## config.mk

```make
export PLATFORM = sky130hd
export DESIGN_NAME = ssadc_ctrl
export DESIGN_NICKNAME = d
export VERILOG_FILES = /design/src/rtl/ssadc_pkg.sv /design/src/rtl/ssadc_sync.sv /design/src/rtl/ssadc_edge.sv /design/src/rtl/ssadc_count.sv /design/src/rtl/ssadc_seq.sv /design/src/rtl/ssadc_ctrl.sv
export SDC_FILE = /design/constraint.sdc
export NUM_CORES = 1
export LEC_CHECK = 0
export CELL_PAD_IN_SITES_DETAIL_PLACEMENT = 1
export CELL_PAD_IN_SITES_GLOBAL_PLACEMENT = 2
export CORE_MARGIN = 5
export CORE_UTILIZATION = 39
export DETAILED_ROUTE_END_ITERATION = 16
export DONT_BUFFER_PORTS = 1
export HOLD_SLACK_MARGIN = 0.12
export PLACE_DENSITY_LB_ADDON = 0.1
export SYNTH_ARGS = -nofsm -noshare
export SYNTH_HDL_FRONTEND = slang
export SYNTH_SLANG_ARGS = --single-unit
```

## constraint.sdc

```tcl
create_clock -name clk -period 2 [get_ports clk]
set_clock_uncertainty 0.2 [all_clocks]
set_input_delay 0.4 -clock clk [delete_from_list [all_inputs] [get_ports clk]]
set_output_delay 0.4 -clock clk [all_outputs]
set_load 0.005 [all_outputs]
```

## src/rtl/ssadc_pkg.sv

```systemverilog
package ssadc_pkg;

    typedef enum logic [0:0] {
        ST_STANDBY = 1'b0,
        ST_RAMP    = 1'b1
    } seq_state_e;

endpackage

```

## src/rtl/ssadc_sync.sv

```systemverilog
module ssadc_sync #(
    parameter int STAGES = 2
) (
    input  logic clk,
    input  logic rst_n,
    input  logic async_i,
    output logic sync_o
);

    typedef struct packed {
        logic [STAGES-1:0] chain;
    } sync_regs_t;

    sync_regs_t r_d, r_q;

    always_comb begin
        r_d = r_q;
        r_d.chain = {r_q.chain[STAGES-2:0], async_i};
    end

    always_ff @(posedge clk or negedge rst_n) begin
        if (!rst_n) begin
            r_q <= '0;
        end else begin
            r_q <= r_d;
        end
    end

    assign sync_o = r_q.chain[STAGES-1];

endmodule

```

## src/rtl/ssadc_edge.sv

```systemverilog
module ssadc_edge (
    input  logic clk,
    input  logic rst_n,
    input  logic level_i,
    output logic rise_o
);

    typedef struct packed {
        logic prev;
    } edge_regs_t;

    edge_regs_t r_d, r_q;

    always_comb begin
        r_d = r_q;
        r_d.prev = level_i;
    end

    always_ff @(posedge clk or negedge rst_n) begin
        if (!rst_n) begin
            r_q <= '0;
        end else begin
            r_q <= r_d;
        end
    end

    assign rise_o = level_i & ~r_q.prev;

endmodule

```

## src/rtl/ssadc_count.sv

```systemverilog
module ssadc_count #(
    parameter int CNT_W = 10
) (
    input  logic             clk,
    input  logic             rst_n,
    input  logic             clr_i,
    input  logic             inc_i,
    output logic [CNT_W-1:0] cnt_o,
    output logic             full_o
);

    localparam logic [CNT_W-1:0] FULL_VAL = '1;
    localparam logic [CNT_W-1:0] ONE_VAL  = CNT_W'(1);

    typedef struct packed {
        logic [CNT_W-1:0] cnt;
    } cnt_regs_t;

    cnt_regs_t r_d, r_q;

    always_comb begin
        r_d = r_q;
        if (clr_i) begin
            r_d.cnt = '0;
        end else if (inc_i && (r_q.cnt != FULL_VAL)) begin
            r_d.cnt = r_q.cnt + ONE_VAL;
        end
    end

    always_ff @(posedge clk or negedge rst_n) begin
        if (!rst_n) begin
            r_q <= '0;
        end else begin
            r_q <= r_d;
        end
    end

    assign cnt_o  = r_q.cnt;
    assign full_o = (r_q.cnt == FULL_VAL);

endmodule

```

## src/rtl/ssadc_seq.sv

```systemverilog
module ssadc_seq
    import ssadc_pkg::*;
#(
    parameter int CNT_W = 10
) (
    input  logic             clk,
    input  logic             rst_n,
    input  logic             start_i,
    input  logic             above_i,
    input  logic [CNT_W-1:0] cnt_i,
    input  logic             full_i,
    output logic             clr_o,
    output logic             inc_o,
    output logic             hold_o,
    output logic             ramp_rst_o,
    output logic [CNT_W-1:0] result_o,
    output logic             done_o,
    output logic             ovr_o
);

    typedef struct packed {
        seq_state_e       state;
        logic [CNT_W-1:0] result;
        logic             done;
        logic             ovr;
    } seq_regs_t;

    seq_regs_t r_d, r_q;

    logic running;
    logic end_fall;
    logic end_full;

    always_comb begin
        running  = (r_q.state == ST_RAMP);
        end_fall = running && !above_i;
        end_full = running && above_i && full_i;

        clr_o = (r_q.state == ST_STANDBY) && start_i;
        inc_o = running && above_i && !full_i;

        r_d      = r_q;
        r_d.done = 1'b0;

        case (r_q.state)
            ST_STANDBY: begin
                if (start_i) begin
                    r_d.state = ST_RAMP;
                end
            end
            ST_RAMP: begin
                if (end_fall || end_full) begin
                    r_d.state  = ST_STANDBY;
                    r_d.result = cnt_i;
                    r_d.done   = 1'b1;
                    r_d.ovr    = end_full;
                end
            end
            default: begin
                r_d.state = ST_STANDBY;
            end
        endcase
    end

    always_ff @(posedge clk or negedge rst_n) begin
        if (!rst_n) begin
            r_q <= '{state: ST_STANDBY, result: '0, done: 1'b0, ovr: 1'b0};
        end else begin
            r_q <= r_d;
        end
    end

    assign hold_o     = (r_q.state == ST_RAMP);
    assign ramp_rst_o = (r_q.state != ST_RAMP);
    assign result_o   = r_q.result;
    assign done_o     = r_q.done;
    assign ovr_o      = r_q.ovr;

endmodule

```

## src/rtl/ssadc_ctrl.sv

```systemverilog
module ssadc_ctrl #(
    parameter int CNT_W       = 10,
    parameter int SYNC_STAGES = 2
) (
    input  logic             clk,
    input  logic             rst_n,
    input  logic             conv_i,
    input  logic             cmp_i,
    output logic             hold_o,
    output logic             ramp_rst_o,
    output logic [CNT_W-1:0] count_o,
    output logic             eoc_o,
    output logic             ovr_o
);

    logic             cmp_sync;
    logic             conv_rise;
    logic             cnt_clr;
    logic             cnt_inc;
    logic             cnt_full;
    logic [CNT_W-1:0] cnt_val;

    ssadc_sync #(
        .STAGES (SYNC_STAGES)
    ) i_cmp_sync (
        .clk     (clk),
        .rst_n   (rst_n),
        .async_i (cmp_i),
        .sync_o  (cmp_sync)
    );

    ssadc_edge i_conv_edge (
        .clk     (clk),
        .rst_n   (rst_n),
        .level_i (conv_i),
        .rise_o  (conv_rise)
    );

    ssadc_count #(
        .CNT_W (CNT_W)
    ) i_count (
        .clk    (clk),
        .rst_n  (rst_n),
        .clr_i  (cnt_clr),
        .inc_i  (cnt_inc),
        .cnt_o  (cnt_val),
        .full_o (cnt_full)
    );

    ssadc_seq #(
        .CNT_W (CNT_W)
    ) i_seq (
        .clk        (clk),
        .rst_n      (rst_n),
        .start_i    (conv_rise),
        .above_i    (cmp_sync),
        .cnt_i      (cnt_val),
        .full_i     (cnt_full),
        .clr_o      (cnt_clr),
        .inc_o      (cnt_inc),
        .hold_o     (hold_o),
        .ramp_rst_o (ramp_rst_o),
        .result_o   (count_o),
        .done_o     (eoc_o),
        .ovr_o      (ovr_o)
    );

endmodule

```

# Word level (Yosys, flattened, before mapping)
# Cells that the tools add are included.
# totals
ramBits	0
wordCells	30
mem_count	0
ff_bits	26
latch_bits	0
in_bits	4
mem_bits_ro	0
# classes
eq_ne	2
n_lt_le_gt_ge	0
muxes	6
n_bitwise	3
reduce_logical	11
shifts	0
n_div	0
n_addsub	1
mul	0
# op_table
op	n
$mux W10	2
$mux W13	1
$add A10 B1 Y10 const B	1
$eq A10 B10 Y1 const B	1
$ne A10 B10 Y1 const B	1
$logic_and A1 B1 Y1	6
$logic_not A1 Y1	2
$mux W2	1
$not A1 Y1	2
$pmux W1 S2	1
$reduce_and A2 Y1	1
$reduce_bool A2 Y1	1
$and A1 B1 Y1	1
$logic_or A1 B1 Y1	1
$mux W1	1

# Longest topological paths before layout
# logic_depth
depth_word	6
ltp_mapped	6
depth_no_buf	5

# Cells and area by module
# Synthesis repeated with hierarchy kept, for this count alone.
# hier_totals
cells_unflattened	94
hier_area_um2	1162.4
# modules_own_cells
mod	seq_area_each_um2	instances	area_per_inst_um2	cells_each
ssadc_count	250.2	1	540.5	57
ssadc_seq	325.3	1	533.0	33
ssadc_sync	50.0	1	50.0	2
ssadc_edge	25.0	1	38.8	2

# Worst setup path before layout
# Ideal clock, no wire load.
# synth_path
kind	register to register
startpoint	register i_count.r_q (netlist bit i_count.cnt_o[0])
endpoint	register i_seq.r_q (netlist bit i_seq.result_o[0])
period_less_slack_ns	1.757
arrival_time_ns	1.432
path_buffers	1
stages_incl_launch_ff	7
path_slack_ns	0.243
setup_time_ns	0.125
cell_sequence	dfrtp_1 > ha_1 > nand3_1 > nor3_2 > o21ai_2 > buf_4 > mux2_2
# synth_via
elab_chain_len	4
# synth_rtl
element	line	source
start, declared	ssadc_count.sv:19	cnt_regs_t r_d, r_q;
start signal, assigned	ssadc_count.sv:34	r_q <= r_d;
$eq A10 B10 Y1	ssadc_count.sv:39	assign full_o = (r_q.cnt == FULL_VAL);
$logic_and A1 B1 Y1	ssadc_seq.sv:37	end_full = running && above_i && full_i;
$logic_or A1 B1 Y1	ssadc_seq.sv:52	if (end_fall || end_full) begin
$reduce_and A2 Y1 (no line)	-	
end signal, assigned	ssadc_seq.sv:67	r_q <= '{state: ST_STANDBY, result: '0, done: 1'b0, ovr: 1'b0};
end signal, assigned	ssadc_seq.sv:69	r_q <= r_d;
end, declared	ssadc_seq.sv:28	seq_regs_t r_d, r_q;
# Several ways; a longest one is shown, not always the timed one.
# A chain may end at the register's enable or synchronous reset.

# Worst setup path after layout
# layout_path
startpoint	register i_count.r_q (netlist bit i_count.cnt_o[0])
endpoint	register i_seq.r_q (netlist bit i_seq.result_o[7])
# layout_via
elab_chain_len	4
# layout_rtl
element	line
$eq A10 B10 Y1	ssadc_count.sv:39
$logic_and A1 B1 Y1	ssadc_seq.sv:37
$logic_or A1 B1 Y1	ssadc_seq.sv:52
$reduce_and A2 Y1 (no line)	-
# No other way between the ends.

==> metrics.csv <==
metric,value,unit
CP required,2020,ps
Crit. End Element,flip-flop,
TNS Setup,0,ps
Peak supply drop,588.7,uV
f_max,522.2,MHz
top cell type's share of synthesized area,0.5791,
Mapped Cells,95,
cell family with most CP delay,flip-flops,
CTS Buf Count,3,
"Buf+Inv Stages, Crit Path",1,
Final Cycle Share,0.9575,
post-DP HPWL,1739,um
first-pass GRT wire length,4064,um
Cell Pwr Density,801.9,nW/um^2
post-route cell area,1295,sq um
H-tree levels,1,
# diodes,0,
gpl congestion,0.8070,
largest net degree at the start of global routing,27,
clk sinks,26,
"commonest non-fill, non-tap cell in the layout",dfrtp_1,
GRT overflow,0,
Mapped Area,1124,sq um
Max stage delay on crit path,460,ps
Routed Antenna Nets,0,
post-synth top area cell,dfrtp_1,
share of layout cells above drive strength 1,0.2963,
Hold Fails Final Rpt,0,
critical-path cell list,ha_1 -> nand3_1 -> nor3_2 -> o21ai_2 -> buf_4 -> mux2_2,
area grow syn2layout,15.26,%
Total GRT Usage,0.1268,
DRT iter0 DRCs,12,
Slew HR,0.7184,
CTS root buf,clkbuf_4,
vias in the first global route,807,
Pleak,0.5978,nW
initial antenna violation count,0,
unrepaired setup endpoints after global routing,no,
Max Cap Viol,0,
min cycle time layout,1915,ps
Layout Nets,114,
core area,2758,sq um
die area,4055,sq um
I/O Buffers,0,
Syn Area/Cell,11.83,sq um
vias per std cell,5.403,
status,completed,
# setup viols final,0,
largest cells by area after synthesis,"dfrtp_1 (58%), mux2_2 (10%), inv_1 (2.0%), nand2_1 (2.0%), nor2_1 (2.0%)",
DR pass1 iterations,2,
Skew-Pair Late Insertion Delay,320,ps
synth warn,0,
boundary pin count,18,
Syn Nets,100,
Crit path arrival time,1940,ps
FP Rows,19,
Initial Util,0.4074,
Netlist cell types,29,
#FFs+latches synth,26,
detailed-route DRC error count,0,
Min Hold Slack,174.1,ps
wire length per cell,16.89,um
Die Wd,63.68,um
Critical-path top delay cell,dfrtp_2,
most frequent cells in the layout,"dfrtp_1 (23), mux2_2 (10), buf_4 (8)",
Hold WC Path Type,reg2reg,
die height,63.68,um
Routed Wire Length,2348,um
Tightest Pin Transition,421.3,ps
WS Path Type,reg2reg,
register area share after synthesis,0.5791,
vias,751,
Worst Path Max Fanout,6,
Clock Tree Buf Depth,2,
TritonCTS clock tree,yes,
"Reg clk slew, reported paths",140,ps
Slew Limit Fails,0,
CP Launch Type,flip-flop,
Placed Area,1195,sq um
[cell usage after synthesis]
| master | number |
|---|---|
| dfrtp_1 | 26 |
| mux2_2 | 10 |
| inv_1 | 6 |
| nand2_1 | 6 |
| nor2_1 | 6 |
| a21oi_1 | 4 |
| nand3_1 | 4 |
| a31oi_1 | 3 |
| a2111oi_0 | 2 |
| buf_4 | 2 |
| mux2i_1 | 2 |
| nand4_1 | 2 |
| nor3_1 | 2 |
| o21a_1 | 2 |
| o21ai_0 | 2 |
| o31ai_1 | 2 |
| xnor2_1 | 2 |
| and4_4 | 1 |
| buf_2 | 1 |
| ha_1 | 1 |
| nand2_2 | 1 |
| nand3b_1 | 1 |
| nor3_2 | 1 |
| nor3b_1 | 1 |
| o21ai_2 | 1 |
| or3_1 | 1 |
| or3_2 | 1 |
| or3_4 | 1 |
| or4_1 | 1 |
[state kept, by name (all words and copies together), names as in the netlist]
signal and cells:
i_conv_edge.r_q 1, i_count.cnt_o 10, i_cmp_sync.r_q 2, i_seq.done_o 1, i_seq.hold_o 1, i_seq.ovr_o 1
i_seq.result_o 10
[path summary, 6_finish.rpt]
kind | startpoint | to | slack [ps] | cells after the start
max reg2reg | i_count.cnt_o[0]$_DFFE_PN0P_ | i_seq.result_o[7]$_DFFE_PN0P_ | 90 | 6
max in group asynchronous | rst_n | i_count.cnt_o[0]$_DFFE_PN0P_ | 1150 | 2
min in group asynchronous | rst_n | i_count.cnt_o[5]$_DFFE_PN0P_ | 290 | 2
min reg2reg | i_cmp_sync.r_q[0]$_DFF_PN0_ | i_cmp_sync.r_q[1]$_DFF_PN0_ | 170 | 0
max | i_count.cnt_o[0]$_DFFE_PN0P_ | i_seq.result_o[7]$_DFFE_PN0P_ | 90 | 6
min | i_cmp_sync.r_q[0]$_DFF_PN0_ | i_cmp_sync.r_q[1]$_DFF_PN0_ | 170 | 0
[stage by stage]
step | instances | power (mW) | worst slack, ps | utilization
after detailed placement | 130 | 0.7506 | 92.15 | 0.4333
after CTS | 138 | 1.041 | 72.10 | 0.4646
after global routing | 139 | 1.104 | 0.3899 | 0.4696
final | 139 | 1.038 | 85.08 | 0.4696
after global placement | 130 | 0.7489 | 73.44 | 0.4333
after floorplan | 95 | 0.7112 | 243.2 | -
[worst reg2reg max path, stage by stage (launching register included)]
cell and delay, ps:
dfrtp_2 460, ha_1 240, nand3_1 140, nor3_2 80
o21ai_2 170, buf_4 200, mux2_2 340
[what timing repair did]
item                                   4_1_cts  5_1_grt
buffers inserted                             0        1
endpoints found under the hold margin       28        0
setup endpoints to repair                    0        9
hold buffers                                 4        0
gates resized for setup                      0        5
[power breakdown]
group	switching, mW	total [mW]	internal, mW
Sequential	0.0514	0.631	0.580
Clock	0.157	0.268	0.111
Combinational	0.0643	0.139	0.0750
Total	0.273	1.04	0.766
[per-layer routing]
layer  GRT usage  vias up  part of all wire  wire [um]
met5           0        -                 0          0
met4     0.03896        0            0.0098         23
met3     0.03908        2             0.045        105
met2      0.1891        9              0.47       1098
met1      0.1750      378              0.48       1121
li1            -      362                 -          -
[final cells by class]
| class | count | area (sq um) |
|---|---|---|
| timing repair buffer | 12 | 110.1 |
| sequential | 26 | 654.4 |
| tap | 31 | 38.79 |
| inverter | 6 | 22.52 |
| clock buffer | 4 | 36.28 |
| multi-input combinational | 60 | 432.9 |
| fill | 296 | 1463 |
[cells by family (layout without fill, tap and decap cells)]
family | Yosys count | in the layout | synth area share
muxes | 12 | 12 | 0.1180
AOI/OAI and AO/OA | 16 | 16 | 0.09354
and+or+nand+nor | 29 | 29 | 0.1448
buffers and inverters | 9 | 22 | 0.03785
DFF | 26 | 26 | 0.5791
adders and majority gates | 1 | 1 | 0.01113
xor gates and xnor gates | 2 | 2 | 0.01559
Note: power is estimated with default switching activity, not from simulation.
